--- config.mk ---
export PLATFORM = sky130hd
export DESIGN_NAME = adc_pack_unit
export DESIGN_NICKNAME = d
export VERILOG_FILES = /design/src/rtl/adc_pack_unit.sv
export SDC_FILE = /design/constraint.sdc
export NUM_CORES = 1
export LEC_CHECK = 0
export ABC_AREA = 1
export ABC_CLOCK_PERIOD_IN_PS = 3900
export BUFFER_PORTS_ARGS = -buffer_cell sky130_fd_sc_hd__buf_4
export CORE_ASPECT_RATIO = 1.25
export CORE_MARGIN = 4
export CORE_UTILIZATION = 65
export CTS_BUF_LIST = sky130_fd_sc_hd__clkbuf_8
export DETAILED_ROUTE_END_ITERATION = 16
export PLACE_DENSITY_LB_ADDON = 0.25
export SYNTH_ARGS = -nofsm -noshare
export SYNTH_HDL_FRONTEND = slang
export SYNTH_SLANG_ARGS = --single-unit
export TNS_END_PERCENT = 5
--- constraint.sdc ---
create_clock -name clk -period 3.9 [get_ports clk]
set_input_delay 0.195 -clock clk [delete_from_list [all_inputs] [get_ports clk]]
set_output_delay 0.195 -clock clk [all_outputs]
set_load 0.01 [all_outputs]
--- src/rtl/adc_pack_unit.sv ---
module adc_pack_unit #(
  parameter int SAMPLE_W = 14,
  parameter int DECIM    = 6,
  parameter int WORD_W   = 32,
  parameter int NARROW_W = 4,
  parameter int WIDE_W   = 8
) (
  input  logic                clk,
  input  logic                rst_n,
  input  logic                clear,
  input  logic                mode8,
  input  logic                in_valid,
  input  logic [SAMPLE_W-1:0] in_sample,
  output logic [WORD_W-1:0]   word_out,
  output logic                word_valid
);
  localparam int NARROW_SLOTS = WORD_W / NARROW_W;
  localparam int WIDE_SLOTS   = WORD_W / WIDE_W;
  localparam int DCNT_W = (DECIM > 1) ? $clog2(DECIM) : 1;
  localparam int SCNT_W = (NARROW_SLOTS > 1) ? $clog2(NARROW_SLOTS) : 1;

  logic              mode_q;
  logic [DCNT_W-1:0] dcnt;
  logic [SCNT_W-1:0] scnt;
  logic [WORD_W-1:0] acc, acc_nxt;
  logic              restart, take, last;
  logic [SCNT_W-1:0] last_slot;
  logic [NARROW_W-1:0] q_nar;
  logic [WIDE_W-1:0]   q_wide;

  assign restart   = clear | (mode8 != mode_q);
  assign take      = in_valid & ~restart & (dcnt == '0);
  assign last_slot = mode8 ? SCNT_W'(WIDE_SLOTS - 1) : SCNT_W'(NARROW_SLOTS - 1);
  assign last      = (scnt == last_slot);
  assign q_nar     = in_sample[SAMPLE_W-1 -: NARROW_W];
  assign q_wide    = in_sample[SAMPLE_W-1 -: WIDE_W];

  always_comb begin
    acc_nxt = acc;
    if (mode8) acc_nxt[int'(scnt)*WIDE_W +: WIDE_W] = q_wide;
    else       acc_nxt[int'(scnt)*NARROW_W +: NARROW_W] = q_nar;
  end

  always_ff @(posedge clk) begin
    if (!rst_n) begin
      mode_q     <= 1'b0;
      dcnt       <= '0;
      scnt       <= '0;
      acc        <= '0;
      word_out   <= '0;
      word_valid <= 1'b0;
    end else begin
      mode_q     <= mode8;
      word_valid <= 1'b0;
      if (restart) begin
        dcnt <= '0;
        scnt <= '0;
      end else if (in_valid) begin
        dcnt <= (dcnt == DCNT_W'(DECIM - 1)) ? '0 : dcnt + 1'b1;
        if (take) begin
          acc <= acc_nxt;
          if (last) begin
            scnt       <= '0;
            word_out   <= acc_nxt;
            word_valid <= 1'b1;
          end else begin
            scnt <= scnt + 1'b1;
          end
        end
      end
    end
  end

  p_decim_range_r2: assert property (@(posedge clk) disable iff (!rst_n)
    int'(dcnt) < DECIM);
  p_slot_range_r6: assert property (@(posedge clk) disable iff (!rst_n)
    !restart |-> scnt <= last_slot);
  p_strobe_needs_input_r7: assert property (@(posedge clk) disable iff (!rst_n)
    word_valid |-> $past(in_valid));
  p_clear_no_word_r8: assert property (@(posedge clk) disable iff (!rst_n)
    clear |=> !word_valid);
  p_mode_change_no_word_r9: assert property (@(posedge clk) disable iff (!rst_n)
    (mode8 != mode_q) |=> !word_valid);
  p_hold_r10: assert property (@(posedge clk) disable iff (!rst_n)
    !word_valid |-> $stable(word_out));
endmodule

# Yosys cells after proc, flatten, opt, wreduce, memory -nomap -nowiden
# Index checks and enable logic that the tools add are counted.
# op_classes
n_eq_ne	3
n_reduce_logical	6
mux	7
add_sub_neg	4
shift	4
bitwise_logic	7
# op_table
op	count
32-bit bitwise mux	2
5-bit negator with 33-bit output	1
6-bit negator with 33-bit output	1
4-bit by 33-bit variable shift with 32-bit output, first input constant	1
8-bit by 33-bit variable shift with 32-bit output, first input constant	1
4-bit by 33-bit indexed part select with 32-bit output	1
8-bit by 33-bit indexed part select with 32-bit output	1
32-bit 2-to-1 mux	1
3-bit 2-to-1 mux	3
3-bit by 1-bit adder with 3-bit output, second input constant	2
1-bit NOT	4
4-bit AND reduction	1
4-bit OR reduction	1
3-bit equality test	1
3-bit equality test, second input constant	1
3-bit zero test	1
3-bit AND reduction	1
1-bit bitwise AND	2
2-bit AND reduction	1
2-bit OR reduction	1
1-bit 2-to-1 mux	1
1-bit inequality test	1
1-bit bitwise OR	1
# word_totals
in_bits	19
register_bits	72
out_inout_bits	33

# Depth between registers and ports, before layout
# Gate-level depths: netlist (run 1).
# logic_depth
ltp_word	7
depth_mapped	14
depth_no_buf	13

# Least setup slack after synthesis (run 1)
# Ideal clock, no wire load.
# synth_timing
kind	reg2reg
from	register scnt[0]
to	register word_out[0]
path_buffers	1
slack_ps	1826
arrival_time_ps	1956
path_stages_with_launch	13
path_cell_list	dfxtp_1 -> inv_2 -> buf_2 -> ha_1 -> ha_1 -> nor2_4 -> inv_1 -> nor2_4 -> nand2_2 -> inv_1 -> nand3_1 -> a21oi_1 -> nor2_1
# synth_between
elab_chain_len	4
word_cells_on_any_way	11
cone_classes	2 x add/sub; 1 x eq/ne; 4 x shift; 3 x mux; 1 x reduce/logical
# synth_rtl
item	line	source
start, declared	24	logic [SCNT_W-1:0] scnt;
start signal, assigned	67	scnt <= scnt + 1'b1;
6-bit negator with 33-bit output / 5-bit negator with 33-bit output (equally long branches)	40, 41	
8-bit by 33-bit indexed part select with 32-bit output (tied with other cells)	40	if (mode8) acc_nxt[int'(scnt)*WIDE_W +: WIDE_W] = q_wide;
32-bit bitwise mux (on tied branches)	40, 41	
32-bit 2-to-1 mux	40	
end signal, assigned	64	word_out <= acc_nxt;
end, declared	14	output logic [WORD_W-1:0] word_out,
# Several ways; a longest one is shown, not always the timed one.
# A chain may end at the register's enable or synchronous reset.

# Worst setup path after layout (run 1)
# layout_timing
from	register scnt[0]
to	register acc[27]
# layout_between
elab_chain_len	4
word_cells_on_any_way	9
cone_classes	2 x add/sub; 4 x shift; 3 x mux
# layout_rtl
item	line	source
6-bit negator with 33-bit output / 5-bit negator with 33-bit output (equally long branches)	40, 41	
8-bit by 33-bit indexed part select with 32-bit output (tied with other cells)	40	
32-bit bitwise mux (on tied branches)	40, 41	
32-bit 2-to-1 mux *	40	
end signal, assigned	61	acc <= acc_nxt;
end, declared	25	logic [WORD_W-1:0] acc, acc_nxt;
# Every way passes the cells marked *; elsewhere a longest branch is shown, timed or not.

==> out/results.txt, run 1 <==
Outcome = completed
Grt total ovfl = 0
# H-tree levels = 3
Crit path required time = 4.16 ns
Internal = 1.206 mW
Setup_tns = 0 ns
Yosys top cell by area = dfxtp_1
Syn_nets = 691
Period Utilization, post-route = 80.72%
Rows = 32
Leakage = 2.370 nW
Nets = 715
Worst Hold Class = primary input to flop
Global-route wire length before repair = 18.52 mm
Sw Pwr = 0.4129 mW
Post-CTS sizing = 0
Ports = 52
Comb pwr share = 10.7%
Critical path class = flop to flop
Most common cell in the netlist = nand2_1
Wire per inst = 14.15 microns
Synth warn = 0
Final RePlAce weighted congestion = 0.9095
Clock Tree Buf Depth = 2
Setup violators final = 0
Initial antenna violation count = 0
EDFF count, synth = 0
Drt initial violations = 392
Most used DFF post-synth = dfxtp_1
Yosys top cell area share = 33.89%
Clk slew on worst S/H paths = 0.08 ns
Vias per inst = 5.650
Initial core utilization = 68.09%
Drt pass-1 iters = 4
CTS Hold Bufs = 0
Syn_area_per_cell = 6.367 sq um
Net Sw Frac = 25.50%
Fmax = 0.3177 GHz
CP max FO = 17
Seq pwr share = 47.3%
Post-CTS Setup Inserts = 0
Tot Pwr = 1.619 mW
Mapped Cells = 668
Worst slew margin = 22.66%
HPWL Detailed = 7.565 mm
Worst VDD drop = 0.3010 mV
Largest net degree at the start of global routing = 47
Chip width = 80.35 microns
Layout cells sized above 1 = 12.77%
Synth area leaders = dfxtp_1 (34%), nand3_1 (16%), nand2_1 (15%)
Clock Latency Late Sink = 0.36 ns
Hold Vio Cnt, Final = 0
Critical path launch point type = flop
Drt drc = 0
Critical Path AT = 3.41 ns
Diodes inserted = 0
Via Count = 4,418
RSZ-0062 raised after global routing = false
Power share of the clock group = 42.0%
Min Clock Period, post-route = 3.148 ns
Clock sinks = 72
Die Area = 0.007909 sq mm
Final Max Tran Viols = 0
Most frequent cells after synthesis = nand2_1 (171), nand3_1 (137), inv_1 (111)
TritonCTS clock tree = done
Overall global routing resource usage = 29.21%
Core Region = 0.006246 sq mm
Max_cap viols = 0
Synth cell types = 28
Sequential area share after synthesis = 33.89%
Inserted Clock Buffers = 9
Asr flop ratio synth = 0%
Area growth from synthesis to layout = 10.44%
Pin slew with the least headroom to its limit = 1.159 ns
Clk root buf = clkbuf_8
Die height = 98.44 microns
WL final = 11.07 mm
Power density over cell area = 344.6 mW/mm^2
Element type at the critical path end = flop
Seq cells post-synth = 72
Mapped Area = 0.004253 sq mm
Number of global-route vias before repair = 4,165
ANT nets after route = 0
Port bufs = 45
Clock Skew = 0.007964 ns
## power groups by stage
stage	clock (mW)	sequential [mW]	combinational (mW)
global route	0.717	0.768	0.196
CTS	0.684	0.765	0.170
global placement	0	0.781	0.161
floorplan	0	0.780	0.132
detailed placement	0	0.782	0.169
finish	0.679	0.766	0.174
## per-layer routing
| metal | share of wire (%) | vias to the layer above | global-route usage, % |
|---|---|---|---|
| li1 | - | 2178 | - |
| met1 | 40 | 2014 | 34.13 |
| met2 | 51 | 193 | 50.45 |
| met3 | 6.0 | 33 | 4.753 |
| met4 | 3.7 | 0 | 15.21 |
| met5 | 0 | - | 0 |
## stage by stage
stage / setup slack (ns) / utilization [%] / hold WS, ns / instance area, sq um / std cells
after floorplan: 1.826 / - / 0.3334 / 4253 / 668
after global placement: 0.8993 / 71.51 / 0.4704 / 4467 / 766
after detailed placement: 0.8413 / 71.51 / 0.4919 / 4467 / 766
after CTS: 0.8221 / 75.20 / 0.1436 / 4697 / 782
after global routing: 0.4987 / 75.20 / 0.1800 / 4697 / 782
final: 0.7521 / 75.20 / 0.1457 / 4697 / 782
## cells by family (layout without fill, tap and decap cells)
logic type | Yosys count | count (layout) | share of synthesized area, %
adder cells (fa/ha/maj) | 4 | 4 | 1.177
AO/OA/AOI/OAI | 90 | 90 | 10.89
AND/OR/NAND/NOR | 350 | 350 | 37.72
buffers and inverters | 152 | 181 | 16.33
flip-flops | 72 | 72 | 33.89
## flip-flops by register name, summed over array words and instances (netlist names)
name,flops
scnt,3
acc,32
dcnt,3
mode_q,1
word_valid,1
word_out,32
## worst max-delay path: stages, from the launching register on
cell	delay (ns)
dfxtp_1	0.63
inv_2	0.24
ha_1	0.28
ha_1	0.60
inv_2	0.19
nor2_4	0.30
nand2_2	0.27
o211ai_1	0.31
nand3_1	0.11
nand2_1	0.08
inv_1	0.04
## final timing paths
kind,start,slack [ns],cells past startpoint,to
worst max-delay path,scnt[0]$_SDFFE_PP0P_,0.75,10,acc[27]$_SDFFE_PN0P_
worst min-delay path,in_valid,0.15,3,dcnt[0]$_SDFFE_PP0P_
worst max register to register,scnt[0]$_SDFFE_PP0P_,0.75,10,acc[27]$_SDFFE_PN0P_
worst min register to register,scnt[1]$_SDFFE_PP0P_,0.51,2,scnt[1]$_SDFFE_PP0P_
## layout make-up
type	instances	area (sq um)
clock inverters	5	78.83
well taps	85	106.4
inverters	117	441.7
clock buffers	11	151.4
flip-flops and latches	72	1441
multi-input cells	444	2117
fillers	521	1549
repair buffers	48	360.3
## placed cells by master, fill, tap and decap left out, drive strengths merged, types with 2 or more instances in the layout
master    n
a21oi    68
buf      48
bufinv    2
clkbuf   11
clkinv    3
dfxtp    72
ha        4
inv     117
nand2   174
nand3   139
nand4     6
nor2     28
o211ai    2
o21ai    19
No activity file was read; power rests on OpenSTA's default activity.
==> run 2, diff against run 1 <==
--- a/config.mk
+++ b/config.mk
@@ -5,12 +5,12 @@
 export SDC_FILE = /design/constraint.sdc
 export NUM_CORES = 1
 export LEC_CHECK = 0
-export ABC_AREA = 1
-export ABC_CLOCK_PERIOD_IN_PS = 3900
+export ABC_AREA = 0
+export ABC_CLOCK_PERIOD_IN_PS = 3100
 export BUFFER_PORTS_ARGS = -buffer_cell sky130_fd_sc_hd__buf_4
 export CORE_ASPECT_RATIO = 1.25
 export CORE_MARGIN = 4
-export CORE_UTILIZATION = 65
+export CORE_UTILIZATION = 58
 export CTS_BUF_LIST = sky130_fd_sc_hd__clkbuf_8
 export DETAILED_ROUTE_END_ITERATION = 16
 export PLACE_DENSITY_LB_ADDON = 0.25
==> constraint.sdc (replaced) <==
create_clock -name clk -period 3.1 [get_ports clk]
set_input_delay 0.155 -clock clk [delete_from_list [all_inputs] [get_ports clk]]
set_output_delay 0.155 -clock clk [all_outputs]
set_load 0.01 [all_outputs]
==> run 2 against run 1 <==
Critical endpoint is now acc[24]$_SDFFE_PN0P_. Critical path type unchanged. Die area decreased by 14%. Combinational power decreased by 32%. Synthesized cell count decreased by 44%. Via count decreased by 37%. Maximum frequency increased by 12%.
==> out/results.txt, run 2 <==
RSZ-0062 raised after global routing = false (unchanged)
Pin slew with the least headroom to its limit = 0.6405 ns (was 1.159 ns)
CP max FO = 10 (was 17)
Post-CTS sizing = 0 (unchanged)
Power density over cell area = 455.5 mW/mm^2 (was 344.6 mW/mm^2)
Element type at the critical path end = flop (unchanged)
# H-tree levels = 3 (unchanged)
Nets = 425 (was 715)
Max_cap viols = 0 (unchanged)
Largest stage delay, worst path = 0.54 ns (was 0.63 ns)
Clock Tree Buf Depth = 2 (unchanged)
Layout cells sized above 1 = 17.98% (was 12.77%)
Number of global-route vias before repair = 2,610 (was 4,165)
Initial antenna violation count = 0 (unchanged)
CTS Hold Bufs = 0 (unchanged)
Initial core utilization = 59.79% (was 68.09%)
HPWL Detailed = 5.065 mm (was 7.565 mm)
Critical Path AT = 3.04 ns (was 3.41 ns)
Syn_nets = 394 (was 691)
Commonest non-fill, non-tap cell in the layout = dfxtp_1 (was nand2_1)
Chip width = 74.77 microns (was 80.35 microns)
Critical path class = flop to flop (unchanged)
Die Area = 0.006838 sq mm (was 0.007909 sq mm)
Drt initial violations = 227 (was 392)
Yosys top cell by area = dfxtp_1 (unchanged)
ANT nets after route = 0 (unchanged)
EDFF count, synth = 0 (unchanged)
Area growth from synthesis to layout = 15.49% (was 10.44%)
Finished layout cell area = 0.003732 sq mm (was 0.004697 sq mm)
R2r setup slk = 0.29 ns (was 0.75 ns)
Dpl ws = 0.3510 ns (was 0.8413 ns)
Core Region = 0.005405 sq mm (was 0.006246 sq mm)
Clock Skew = 0.008991 ns (was 0.007964 ns)
Tot Pwr = 1.700 mW (was 1.619 mW)
Final RePlAce weighted congestion = 0.8803 (was 0.9095)
Inserted Clock Buffers = 9 (unchanged)
Drt pass-1 iters = 7 (was 4)
Post-CTS Setup Inserts = 0 (unchanged)
Cell Area, Placed = 0.003560 sq mm (was 0.004467 sq mm)
Mapped Cells = 371 (was 668)
Rows = 30 (was 32)
WL final = 7.545 mm (was 11.07 mm)
Clock Latency Late Sink = 0.34 ns (was 0.36 ns)
Clk slew on worst S/H paths = 0.07 ns (was 0.08 ns)
Most used DFF post-synth = dfxtp_1 (unchanged)
Ports = 52 (unchanged)
Worst VDD drop = 0.3630 mV (was 0.3010 mV)
Leakage = 1.472 nW (was 2.370 nW)
Overall global routing resource usage = 23.37% (was 29.21%)
Syn_area_per_cell = 8.711 sq um (was 6.367 sq um)
Slowest cell on crit path = dfxtp_1 (unchanged)
Drt drc = 0 (unchanged)
Min Clock Period, post-route = 2.815 ns (was 3.148 ns)
Worst R2R Path Depth = 8 (was 10)
Die height = 91.46 microns (was 98.44 microns)
Mapped Area = 0.003232 sq mm (was 0.004253 sq mm)
Yosys top cell area share = 44.60% (was 33.89%)
TritonCTS clock tree = done (unchanged)
Period Utilization, post-route = 90.79% (was 80.72%)
Synth area leaders = dfxtp_1 (45%), mux2i_1 (10%), a21oi_1 (6.8%) (was dfxtp_1 (34%), nand3_1 (16%), nand2_1 (15%))
Sequential area share after synthesis = 44.60% (was 33.89%)
Final Max Tran Viols = 0 (unchanged)
Diodes inserted = 0 (unchanged)
Grt total ovfl = 0 (unchanged)
Wire per inst = 16.05 microns (was 14.15 microns)
Most frequent cells in the layout = dfxtp_1 (72), buf_4 (47), a21oi_1 (44), nor2_1 (41), mux2i_1 (33) (was nand2_1 (171), nand3_1 (137), inv_1 (111), dfxtp_1 (72), a21oi_1 (68))
Port bufs = 45 (unchanged)
Most common cell in the netlist = dfxtp_1 (was nand2_1)
Critical Path Most Common Cell = ha_1
Crit path required time = 3.32 ns (was 4.16 ns)
Outcome = completed (unchanged)
Most frequent cells after synthesis = dfxtp_1 (72), a21oi_1 (44), nor2_1 (41) (was nand2_1 (171), nand3_1 (137), inv_1 (111))
CP cell instances = inv_1 -> ha_1 -> ha_1 -> or2_2 -> nor4b_2 -> o21ai_0 -> a22oi_1 -> nor2_1 (was inv_2 -> ha_1 -> ha_1 -> inv_2 -> nor2_4 -> nand2_2 -> o211ai_1 -> nand3_1 -> nand2_1 -> inv_1)
Largest regs = acc (32), word_out (32) (unchanged)
Fmax = 0.3553 GHz (was 0.3177 GHz)
Clock sinks = 72 (unchanged)
Synth cell types = 40 (was 28)
Hold Vio Cnt, Final = 0 (unchanged)
Worst setup slack after layout = 0.2854 ns (was 0.7521 ns)
Crit path launch = scnt[0]$_SDFFE_PP0P_ (unchanged)
Seq cells post-synth = 72 (unchanged)
CP endpoint = acc[24]$_SDFFE_PN0P_ (was acc[27]$_SDFFE_PN0P_)
Hold Slack = 0.07996 ns (was 0.1457 ns)
Reg-to-Reg Start = scnt[0]$_SDFFE_PP0P_ (unchanged)
Vias per inst = 5.913 (was 5.650)
Worst Hold Class = primary input to flop (unchanged)
Reg-to-reg endpoint = acc[24]$_SDFFE_PN0P_ (was acc[27]$_SDFFE_PN0P_)
Via Count = 2,779 (was 4,418)
Setup violators final = 0 (unchanged)
Largest net degree at the start of global routing = 41 (was 47)
Worst slew margin = 56.70% (was 22.66%)
Asr flop ratio synth = 0% (unchanged)
Critical path launch point type = flop (unchanged)
Clk root buf = clkbuf_8 (unchanged)
Setup_tns = 0 ns (unchanged)
Synth warn = 0 (unchanged)
Global-route wire length before repair = 12.38 mm (was 18.52 mm)
## run 2: per-stage QoR
stage / instances / utilization (%)
2_1_floorplan: 371 / -
4_1_cts: 470 / 69.05
6_report: 470 / 69.05
5_1_grt: 470 / 69.05
3_5_place_dp: 455 / 65.86
3_3_place_gp: 455 / 65.86
## run 2: how the worst min path moves through the flow
| stage | from | end | slack [ns] | depth (start not counted) |
|---|---|---|---|---|
| after floorplan | in_valid | dcnt[0]$_SDFFE_PP0P_ | 0.30 | 2 |
| after global placement | in_valid | dcnt[0]$_SDFFE_PP0P_ | 0.42 | 3 |
| after detailed placement | in_valid | dcnt[0]$_SDFFE_PP0P_ | 0.43 | 3 |
| after CTS | in_valid | dcnt[0]$_SDFFE_PP0P_ | 0.08 | 3 |
| after global routing | in_valid | dcnt[0]$_SDFFE_PP0P_ | 0.09 | 3 |
| final | in_valid | dcnt[0]$_SDFFE_PP0P_ | 0.08 | 3 |
## run 2: power breakdown
| group | switching (mW) | total (mW) | internal [mW] |
|---|---|---|---|
| clock network | 0.325 | 0.648 | 0.324 |
| registers | 0.00407 | 0.934 | 0.930 |
| logic | 0.0750 | 0.118 | 0.0431 |
| total | 0.404 | 1.70 | 1.30 |
## run 2: cell families after synthesis
kind of cell / synth area share (%)
mux: 10.22
fa+ha+maj: 1.549
compound gates: 21.76
simple gates: 15.80
buf+inv: 4.723
xor+xnor: 1.355
flops: 44.60
## run 2: area by class of cell
type	count	area [sq um]
clock buffers	11	151.4
fillers	458	1673
repair buffers	48	372.9
clock inverters	4	21.27
multi-input cells	265	1643
well taps	64	80.08
inverters	6	22.52
flip-flops and latches	72	1441
## run 2: metal layers
| metal | vias up | global-route usage [%] | routed length (microns) |
|---|---|---|---|
| li1 | 1390 | - | - |
| met1 | 1295 | 30.06 | 3346 |
| met2 | 78 | 37.54 | 3681 |
| met3 | 16 | 3.876 | 350 |
| met4 | 0 | 10.53 | 166 |
| met5 | - | 0 | 0 |
## run 2: worst max-delay path, delay by kind of cell (launching register included)
kind,cells,cell delay (ns)
and+or+nand+nor,3,0.88
adders and majority gates,2,0.64
DFF,1,0.54
AOI/OAI and AO/OA,2,0.52
buffers and inverters,1,0.11
